**src/rtl/cfg_xlate_pkg.sv**
```systemverilog
package cfg_xlate_pkg;

    localparam int DW     = 32;
    localparam int SLOT_W = 5;

    localparam logic [1:0] SZ_BYTE = 2'd0;
    localparam logic [1:0] SZ_HALF = 2'd1;
    localparam logic [1:0] SZ_WORD = 2'd2;

    typedef struct packed {
        logic          fwd;
        logic [DW-1:0] addr;
    } xlate_t;

    typedef enum logic [0:0] {
        ST_IDLE = 1'b0,
        ST_BUSY = 1'b1
    } acc_state_e;

    // Byte lane at which the access starts, aligned to its size
    function automatic logic [1:0] lane_off(input logic [1:0] sz, input logic [1:0] a);
        case (sz)
            SZ_BYTE: lane_off = a;
            SZ_HALF: lane_off = {a[1], 1'b0};
            default: lane_off = 2'b00;
        endcase
    endfunction

    function automatic logic [3:0] lane_be(input logic [1:0] sz, input logic [1:0] a);
        case (sz)
            SZ_BYTE: lane_be = 4'b0001 << a;
            SZ_HALF: lane_be = 4'b0011 << {a[1], 1'b0};
            default: lane_be = 4'b1111;
        endcase
    endfunction

    function automatic logic [DW-1:0] size_mask(input logic [1:0] sz);
        case (sz)
            SZ_BYTE: size_mask = 32'h0000_00FF;
            SZ_HALF: size_mask = 32'h0000_FFFF;
            default: size_mask = 32'hFFFF_FFFF;
        endcase
    endfunction

endpackage

```
**src/rtl/cfg_xlate_addr.sv**
```systemverilog
module cfg_xlate_addr
    import cfg_xlate_pkg::*;
#(
    parameter int IDSEL_LO = 11
) (
    input  logic [DW-1:0] idx,
    input  logic [2:0]    off,
    output xlate_t        xl
);
    localparam int NSEL = DW - IDSEL_LO;

    logic [NSEL-1:0]   sel;
    logic [NSEL-1:0]   low1;
    logic [SLOT_W-1:0] terms [NSEL];
    logic [SLOT_W-1:0] slot;

    assign sel  = idx[DW-1:IDSEL_LO];
    // isolate the lowest set select bit
    assign low1 = sel & (~sel + NSEL'(1));

    generate
        for (genvar b = 0; b < NSEL; b++) begin : g_enc
            assign terms[b] = low1[b] ? SLOT_W'(b + IDSEL_LO) : '0;
        end
    endgenerate

    always_comb begin
        slot = '0;
        for (int b = 0; b < NSEL; b++) begin
            slot = slot | terms[b];
        end
    end

    always_comb begin
        xl = '0;
        if (idx[DW-1]) begin
            xl.fwd  = 1'b1;
            xl.addr = {idx[DW-1:2], off[1:0]};
        end else if (idx[0]) begin
            xl.fwd  = 1'b1;
            xl.addr = {idx[DW-1:3], off};
        end else begin
            xl.fwd  = |sel;
            xl.addr = {16'h0000, slot, idx[10:3], off};
        end
    end

endmodule

```
**src/rtl/cfg_xlate_fsm.sv**
```systemverilog
module cfg_xlate_fsm
    import cfg_xlate_pkg::*;
(
    input  logic          clk,
    input  logic          rst,
    input  logic          cpu_req,
    input  logic          cpu_we,
    input  logic          is_data,
    input  logic [1:0]    a_lo,
    input  logic [1:0]    cpu_size,
    input  logic [DW-1:0] cpu_wdata,
    output logic [DW-1:0] cpu_rdata,
    output logic          cpu_ready,
    input  xlate_t        xl,
    output logic [DW-1:0] idx_q,
    output logic          cfg_req,
    output logic          cfg_we,
    output logic [DW-1:0] cfg_addr,
    output logic [3:0]    cfg_be,
    output logic [DW-1:0] cfg_wdata,
    input  logic [DW-1:0] cfg_rdata,
    input  logic          cfg_ack
);
    acc_state_e st;
    logic [1:0] rd_off;
    logic [1:0] rd_sz;
    logic [1:0] lo;

    assign lo = lane_off(cpu_size, a_lo);

    always_ff @(posedge clk) begin
        if (rst) begin
            st        <= ST_IDLE;
            idx_q     <= '0;
            cpu_rdata <= '0;
            cpu_ready <= 1'b0;
            cfg_req   <= 1'b0;
            cfg_we    <= 1'b0;
            cfg_addr  <= '0;
            cfg_be    <= '0;
            cfg_wdata <= '0;
            rd_off    <= '0;
            rd_sz     <= '0;
        end else begin
            cpu_ready <= 1'b0;
            case (st)
                ST_IDLE: begin
                    if (cpu_req && !cpu_ready) begin
                        if (!is_data) begin
                            if (cpu_we) begin
                                if (cpu_size == SZ_WORD) idx_q <= cpu_wdata;
                            end else begin
                                cpu_rdata <= idx_q;
                            end
                            cpu_ready <= 1'b1;
                        end else if (!xl.fwd) begin
                            if (!cpu_we) cpu_rdata <= '1;
                            cpu_ready <= 1'b1;
                        end else begin
                            cfg_req   <= 1'b1;
                            cfg_we    <= cpu_we;
                            cfg_addr  <= xl.addr;
                            cfg_be    <= lane_be(cpu_size, a_lo);
                            cfg_wdata <= (cpu_wdata & size_mask(cpu_size)) << {lo, 3'b000};
                            rd_off    <= lo;
                            rd_sz     <= cpu_size;
                            st        <= ST_BUSY;
                        end
                    end
                end
                ST_BUSY: begin
                    if (cfg_ack) begin
                        cfg_req   <= 1'b0;
                        cpu_ready <= 1'b1;
                        if (!cfg_we) begin
                            cpu_rdata <= (cfg_rdata >> {rd_off, 3'b000}) & size_mask(rd_sz);
                        end
                        st <= ST_IDLE;
                    end
                end
                default: st <= ST_IDLE;
            endcase
        end
    end

endmodule

```
**src/rtl/cfg_xlate_irq.sv**
```systemverilog
module cfg_xlate_irq #(
    parameter int NSRC      = 4,
    parameter int SLOT_BASE = 12,
    parameter int PIC_W     = 32,
    parameter int PIC_BASE  = 27
) (
    input  logic [NSRC*4-1:0] src_irq,
    output logic [PIC_W-1:0]  irq_ctl
);
    localparam int NLINE = 4;

    logic [NLINE-1:0] lines;

    always_comb begin
        lines = '0;
        for (int k = 0; k < NSRC; k++) begin
            for (int p = 0; p < NLINE; p++) begin
                if (src_irq[k*NLINE+p]) begin
                    lines[2'((SLOT_BASE + k + p) % NLINE)] = 1'b1;
                end
            end
        end
    end

    generate
        for (genvar i = 0; i < PIC_W; i++) begin : g_pic
            if (i >= PIC_BASE && i < PIC_BASE + NLINE) begin : g_on
                assign irq_ctl[i] = lines[i-PIC_BASE];
            end else begin : g_off
                assign irq_ctl[i] = 1'b0;
            end
        end
    endgenerate

endmodule

```
**src/rtl/cfg_xlate_hole.sv**
```systemverilog
module cfg_xlate_hole #(
    parameter logic [31:0] HOLE_LO = 32'h8000_0000,
    parameter logic [31:0] HOLE_HI = 32'hF000_0000
) (
    input  logic [31:0] mem_addr,
    output logic        mem_hit
);
    assign mem_hit = (mem_addr >= HOLE_LO) && (mem_addr < HOLE_HI);
endmodule

```
**src/rtl/cfg_xlate.sv**
```systemverilog
module cfg_xlate
    import cfg_xlate_pkg::*;
#(
    parameter int          WIN_BYTES = 4096,
    parameter int          IDSEL_LO  = 11,
    parameter int          NSRC      = 4,
    parameter int          SLOT_BASE = 12,
    parameter int          PIC_W     = 32,
    parameter int          PIC_BASE  = 27,
    parameter logic [31:0] HOLE_LO   = 32'h8000_0000,
    parameter logic [31:0] HOLE_HI   = 32'hF000_0000,
    localparam int         WIN_BIT   = $clog2(WIN_BYTES)
) (
    input  logic              clk,
    input  logic              rst,
    input  logic              cpu_req,
    input  logic              cpu_we,
    input  logic [WIN_BIT:0]  cpu_addr,
    input  logic [1:0]        cpu_size,
    input  logic [31:0]       cpu_wdata,
    output logic [31:0]       cpu_rdata,
    output logic              cpu_ready,
    output logic              cfg_req,
    output logic              cfg_we,
    output logic [31:0]       cfg_addr,
    output logic [3:0]        cfg_be,
    output logic [31:0]       cfg_wdata,
    input  logic [31:0]       cfg_rdata,
    input  logic              cfg_ack,
    input  logic [NSRC*4-1:0] src_irq,
    output logic [PIC_W-1:0]  irq_ctl,
    input  logic [31:0]       mem_addr,
    output logic              mem_hit
);
    logic [DW-1:0] idx_q;
    xlate_t        xl;
    logic          unused_offset;

    assign unused_offset = ^cpu_addr[WIN_BIT-1:3];

    cfg_xlate_addr #(.IDSEL_LO(IDSEL_LO)) u_addr (
        .idx (idx_q),
        .off (cpu_addr[2:0]),
        .xl  (xl)
    );

    cfg_xlate_fsm u_fsm (
        .clk       (clk),
        .rst       (rst),
        .cpu_req   (cpu_req),
        .cpu_we    (cpu_we),
        .is_data   (cpu_addr[WIN_BIT]),
        .a_lo      (cpu_addr[1:0]),
        .cpu_size  (cpu_size),
        .cpu_wdata (cpu_wdata),
        .cpu_rdata (cpu_rdata),
        .cpu_ready (cpu_ready),
        .xl        (xl),
        .idx_q     (idx_q),
        .cfg_req   (cfg_req),
        .cfg_we    (cfg_we),
        .cfg_addr  (cfg_addr),
        .cfg_be    (cfg_be),
        .cfg_wdata (cfg_wdata),
        .cfg_rdata (cfg_rdata),
        .cfg_ack   (cfg_ack)
    );

    cfg_xlate_irq #(
        .NSRC(NSRC), .SLOT_BASE(SLOT_BASE), .PIC_W(PIC_W), .PIC_BASE(PIC_BASE)
    ) u_irq (
        .src_irq (src_irq),
        .irq_ctl (irq_ctl)
    );

    cfg_xlate_hole #(.HOLE_LO(HOLE_LO), .HOLE_HI(HOLE_HI)) u_hole (
        .mem_addr (mem_addr),
        .mem_hit  (mem_hit)
    );

endmodule

```
**config.mk**
```make
export PLATFORM = sky130hd
export DESIGN_NAME = cfg_xlate
export DESIGN_NICKNAME = d
export VERILOG_FILES = /design/src/rtl/cfg_xlate_pkg.sv /design/src/rtl/cfg_xlate_addr.sv /design/src/rtl/cfg_xlate_fsm.sv /design/src/rtl/cfg_xlate_irq.sv /design/src/rtl/cfg_xlate_hole.sv /design/src/rtl/cfg_xlate.sv
export SDC_FILE = /design/constraint.sdc
export NUM_CORES = 1
export LEC_CHECK = 0
export ABC_AREA = 1
export BUFFER_PORTS_ARGS = -buffer_cell sky130_fd_sc_hd__buf_2
export CAP_MARGIN = 20
export CORE_ASPECT_RATIO = 1.5
export CORE_MARGIN = 3
export CORE_UTILIZATION = 49
export DETAILED_ROUTE_END_ITERATION = 7
export PLACE_DENSITY = 0.77
export SETUP_SLACK_MARGIN = 0.4
export SKIP_LAST_GASP = 1
export SLEW_MARGIN = 20
export SYNTH_ARGS = -nofsm -noshare
export SYNTH_HDL_FRONTEND = slang
export SYNTH_SLANG_ARGS = --single-unit
```
**constraint.sdc**
```tcl
create_clock -name clk -period 2.15 [get_ports clk]
set_input_delay 0.1075 -clock clk [delete_from_list [all_inputs] [get_ports clk]]
set_output_delay 0.1075 -clock clk [all_outputs]
set_load 0.01 [all_outputs]
```
# Word-level counts from Yosys, hierarchy flattened
# Index checks and enable logic that the tools add are counted.
word_totals:
  ff_bits: 140
  latchBits: 0
  mem_bits_rw: 0
  rom_bits: 0
  out_inout_bits: 136
  elab_cells: 132
  memories: 0
op_classes:
  n_addsub: 1
  multipliers: 0
  div: 0
  n_lt_le_gt_ge: 2
  n_eq_ne: 11
  shift: 4
  n_mux: 67
  n_bitwise: 26
  n_reduce_logical: 10
ops:
  columns: ["cell", "count"]
  rows:
  - ["$mux W32", 16]
  - ["$pmux W32 S2", 3]
  - ["$or A5 B5 Y5", 20]
  - ["$mux W5", 16]
  - ["$mux W33", 2]
  - ["$and A32 B32 Y32", 2]
  - ["$ge A32 B32 Y1 const B", 1]
  - ["$lt A32 B32 Y1 const B", 1]
  - ["$shl A32 B5 Y32", 1]
  - ["$shr A32 B5 Y32", 1]
  - ["$add A21 B1 Y21 const B", 1]
  - ["$and A21 B21 Y21", 1]
  - ["$not A21 Y21", 1]
  - ["$reduce_or A21 Y1", 1]
  - ["$mux W1", 20]
  - ["$mux W4", 5]
  - ["$pmux W4 S2", 1]
  - ["$reduce_and A4 Y1", 2]
  - ["$ne A2 B2 Y1 const B", 3]
  - ["$ne A3 B3 Y1 const B", 2]
  - ["$pmux W1 S2", 3]
  - ["$reduce_and A6 Y1", 1]
  - ["$reduce_and A5 Y1", 1]
  - ["$eq A2 B1 Y1 const B", 2]
  - ["other kinds (10)", 14]

# Logic depth before layout (Yosys ltp)
depth:
  word_depth: 33
  depth_mapped: 12

# Modules after synthesis
# From an unflattened synthesis, not the netlist that was laid out.
unflattened:
  hier_cells: 1187
  hier_area_um2: 7522.2
by_module_without_submodules:
  columns: ["module", "instances", "cells_per_inst", "area_each_um2", "seq_area_each_um2"]
  rows:
  - ["cfg_xlate_fsm", 1, 972, 6392.4, 2802.7]
  - ["cfg_xlate_addr", 1, 175, 865.8, 0.0]
  - ["cfg_xlate_irq", 1, 37, 251.5, 0.0]
  - ["cfg_xlate_hole", 1, 3, 12.5, 0.0]

# Worst setup path before layout
# OpenSTA, ideal clock, no wires.
synth_timing:
  path_kind: "register to register"
  from: "reg u_fsm.idx_q[11]"
  to: "reg u_fsm.cpu_rdata[16]"
  setup_time_ns: 0.113
  t_arrival_ns: 1.452
  t_required_ns: 2.037
  slack_ns: 0.585
  stages_incl_launch_ff: 12
  period_less_slack_ns: 1.565
  cell_sequence: "dfxtp_1 > nor2_2 > nand2_2 > nor2_4 > nand4_4 > nand2_2 > nand2_4 > nand2_8 > nand2_8 > buf_2 > nor2_1 > nor2_1"
synth_between:
  elab_chain_cells: 5
  word_cells_on_any_way: 6
synth_rtl:
  columns: ["element", "line_no", "source"]
  rows:
  - ["start, declared", "cfg_xlate_fsm.sv:15", "output logic [DW-1:0] idx_q,"]
  - ["start signal, assigned", "cfg_xlate_fsm.sv:51", "if (cpu_size == SZ_WORD) idx_q <= cpu_wdata;"]
  - ["$reduce_or A21 Y1 *", "cfg_xlate_addr.sv:43", "xl.fwd = |sel;"]
  - ["$mux W33 *", "cfg_xlate_addr.sv:39", "end else if (idx[0]) begin"]
  - ["$mux W33 *", "cfg_xlate_addr.sv:36", "if (idx[DW-1]) begin"]
  - ["$ne A3 B3 Y1 (no line) or $ne A3 B2 Y1 (tied branches)", null, null]
  - ["$reduce_and A6 Y1 (no line) *", null, null]
  - ["end signal, assigned", "cfg_xlate_fsm.sv:53", "cpu_rdata <= idx_q;"]
  - ["end signal, assigned", "cfg_xlate_fsm.sv:76", "cpu_rdata <= (cfg_rdata >> {rd_off, 3'b000}) & size_mask(rd_sz);"]
  - ["end, declared", "cfg_xlate_fsm.sv:12", "output logic [DW-1:0] cpu_rdata,"]
# Every way passes the cells marked *; elsewhere a longest branch is shown, timed or not.
# A chain may end at the register's enable or synchronous reset.

# Worst setup path after layout
layout_timing:
  from: "reg u_fsm.idx_q[29]"
  to: "reg u_fsm.cfg_addr[29]"
layout_between:
  elab_chain_cells: 4
layout_rtl:
  columns: ["element", "line_no", "source"]
  rows:
  - ["$reduce_or A21 Y1", "cfg_xlate_addr.sv:43", null]
  - ["$mux W33", "cfg_xlate_addr.sv:39", null]
  - ["$mux W33 *", "cfg_xlate_addr.sv:36", null]
  - ["$reduce_and A4 Y1 (no line)", null, null]
  - ["end signal, assigned", "cfg_xlate_fsm.sv:62", "cfg_addr <= xl.addr;"]
  - ["end, declared", "cfg_xlate_fsm.sv:18", "output logic [DW-1:0] cfg_addr,"]
# Marked as above.

==> flow_metrics.env <==
export IMPL_synth_area_leaders="dfxtp_1, nand2_1, a21oi_1, nor2_1, o21ai_0"
export IMPL_area_growth_pct=32.0
export IMPL_p_leak_nw=4.35
export IMPL_synthMuxAreaShare=0
export IMPL_finalCritPeriodShare=0.808
export IMPL_yosysWarnings=0
export IMPL_powerDensity_nw_per_um2=831
export IMPL_cts_made_buffers=17
export IMPL_synth_area_um2=6940
export IMPL_finalWorstPathRequiredPeriod_ps=1740
export IMPL_synthCells=1014
export IMPL_synth_xor_area_share=0
export IMPL_gp_congestion=0.942
export IMPL_seqCellArea_um2=2820
export IMPL_yosys_area_share_simple=0.265
export IMPL_grt_overflow_total=0
export IMPL_tightestPinTransition_ps=872
export IMPL_outcome="complete, but fails checks"
export IMPL_nets=1359
export IMPL_worstPathMaxFanout=19
export IMPL_synthAdderAreaFrac=0
export IMPL_synth_compound_area_frac=0.219
export IMPL_finalSetupTns_ps=0
export IMPL_multiInputGateArea_um2=3590
export IMPL_maxCapViolCount=0
export IMPL_insertion_delay_ps=420
export IMPL_cts_sinks=140
export IMPL_core_area_um2=13700
export IMPL_hold_class="input port to flop"
export IMPL_clk_pin_slew_ps=60
export IMPL_synth_seq_cells=140
export IMPL_synth_top_area_cell="dfxtp_1"
export IMPL_routed_wl_um=24700
export IMPL_rows=52
export IMPL_drt_iter0_markers=713
export IMPL_synthArstFlopShare=0
export IMPL_io_pins=268
export IMPL_critPathKind="flop to flop"
export IMPL_die_area_um2=15700
export IMPL_finalPower_mw=7.62
export IMPL_synth_top_family_by_area="simple AND/OR/NAND/NOR gates"
export IMPL_grt_max_degree=68
export IMPL_drive_above_1_share=0.276
export IMPL_cp_arrival_ps=2070
export IMPL_io_buffers=192
export IMPL_whs_ps=-5.93
export IMPL_finalSetupViolations=0
export IMPL_die_w_um=103
export IMPL_synth_cell_type_count=35
export IMPL_start_util=0.508
export IMPL_fmax_ghz=0.576
export IMPL_hold_viol_final=1
export IMPL_drt_wirelength_per_cell_um=17.6
export IMPL_hold_path_startpoint="cpu_wdata[23]"
export IMPL_avgSynthCellArea_um2=6.85
export IMPL_violations="hold timing"
export IMPL_tritoncts="built"
export IMPL_n_fill_cell=1221
export IMPL_grt_pass1_wl_um=37400
export IMPL_synth_seq_area_share=0.404
export IMPL_first_pass_iters=8
export IMPL_synth_edff_count=0
export IMPL_placed_cell_area_um2=8020
export IMPL_cts_root_buf="clkbuf_16"
export IMPL_num_vias=7871
export IMPL_cts_buffer_depth=2
export IMPL_r2r_start="u_fsm.idx_q[29]"
export IMPL_final_util=0.671
export IMPL_hold_path_depth=3
export IMPL_rsz0062_at_grt="yes"
export IMPL_ant_nets=0
export IMPL_antenna_found_initial=1
export IMPL_hold_path_end="u_fsm.idx_q[23]"
export IMPL_finalMaxSlewViolations=0
export IMPL_drc=0
export IMPL_final_setup_worst_slack_ps=412
export IMPL_die_h_um=152
export IMPL_cp_start_kind="flop"
export IMPL_vdd_drop_max_v=0.000586
export IMPL_cts_max_level=4
export IMPL_worstPathRequired_ps=2490
export IMPL_regToRegSetupSlack_ps=410
export IMPL_grt_pass1_vias=7284
export IMPL_vias_per_cell=5.61
export IMPL_grt_usage=0.302
export IMPL_rr_endpoint="u_fsm.cfg_addr[29]"
export IMPL_fin_skew_ps=12.6
export IMPL_dp_cells=1338
export IMPL_dp_final_hpwl_um=17200
export IMPL_reg2reg_depth=10
export IMPL_crit_path_end_kind="flop"
export IMPL_slew_headroom=0.415
export IMPL_synth_main_ff_cell="dfxtp_1"
export IMPL_synth_top_cell_area_share=0.404
export IMPL_fin_area_um2=9170
export IMPL_layout_cells_non_filler=1402
export IMPL_preCtsSetupSlack_ps=241
[synthesized netlist by cell type (all sizes together) (7+ instances only)]
library cell  instances
buf                  56
nand2               232
inv                  70
clkbuf               36
o22ai                16
o21ai                80
or2                   7
a21oi               155
nor2                115
nand3                61
a22o                 15
dfxtp               140
[critical path, cell delays in order, from the launching register on]
cell and delay, ps:
dfxtp_1 320, inv_2 110, nand2_1 80, nor2_2 190, nand4_4 170, nand3_4 190
buf_4 160, buf_12 100, buf_16 150, nand2_1 60, a21oi_1 140
[placed cells by master (no fill, tap or decap), types with 4 or more instances in the layout]
cell type and instances:
clkbuf_16 17, nand2_1 213, conb_1 30, a22o_1 15
o21ai_0 76, nor3_1 4, nor2_2 10, dfxtp_1 132
a22oi_1 5, dlygate4sd3_1 10, nand2_2 15, inv_1 64
clkinvlp_4 7, o22ai_1 16, inv_2 4, o211ai_1 4
buf_4 38, buf_12 7, bufinv_16 5, nand3_1 60
a21oi_1 153, buf_2 192, nor2_4 7, dfxtp_2 6
or2_2 7, buf_6 4, nor2_1 98
[worst max-delay path by stage]
stage | startpoint | end | slack, ps | cells after the start
after floorplan | u_fsm.idx_q[11] | u_fsm.cpu_rdata[16] | 580 | 11
after global placement | u_fsm.st | u_fsm.idx_q[2] | 300 | 7
after detailed placement | u_fsm.st | u_fsm.idx_q[2] | 240 | 7
after CTS | u_fsm.idx_q[15] | u_fsm.cfg_addr[11] | 400 | 9
after global routing | u_fsm.idx_q[21] | u_fsm.rd_sz[1] | 350 | 10
final | u_fsm.idx_q[29] | u_fsm.cfg_addr[29] | 410 | 10
[sequential cells by signal (all words and copies together), names as in the netlist]
| name | flops |
|---|---|
| u_fsm.cfg_wdata | 32 |
| u_fsm.cpu_rdata | 32 |
| u_fsm.rd_off | 2 |
| u_fsm.cfg_be | 4 |
| u_fsm.cfg_req | 1 |
| u_fsm.st | 1 |
| u_fsm.cfg_addr | 32 |
| u_fsm.cfg_we | 1 |
| u_fsm.idx_q | 32 |
| u_fsm.cpu_ready | 1 |
| u_fsm.rd_sz | 2 |
[repair_timing]
item                                    4_1_cts  5_1_grt
endpoints found under the setup margin      115      118
pin swaps                                     7        8
endpoints found under the hold margin        10        0
cloned                                        4        2
buffers inserted                              9        7
resized for setup                            16       41
hold buffers                                 10        0
[layer usage]
layer  routed length [µm]  GRT usage  vias to the layer above
met1                 9200      0.362                     3565
met3                 2160     0.0560                      101
li1                     -          -                     3715
met5                    0          0                        -
met2                11700      0.504                      490
met4                 1560      0.157                        0
[cell families (layout without fill, tap and decap cells)]
logic type / count (synthesis) / count (layout)
AO/OA/AOI/OAI: 281 / 281
flip-flops: 140 / 140
other: 1 / 31
buffers and inverters: 167 / 361
AND/OR/NAND/NOR: 425 / 427
[area by class of cell]
cell class,instances,area share
Multi-Input combinational cell,738,0.391
Timing Repair Buffer,253,0.174
Sequential cell,140,0.307
Antenna cell,1,0.000273
Clock buffer,20,0.0498
Timing Repair inverter,2,0.00164
Inverter,75,0.0332
Tap cell,162,0.0221
Clock inverter,11,0.0207
[power by group]
group          switching (mW)  leakage, nW  internal, mW
sequential             0.0824         1.14          2.74
clock                    1.14        0.316          2.11
combinational           0.952         2.90         0.590
total                    2.17         4.35          5.45
Note: power is estimated with default switching activity, not from simulation.
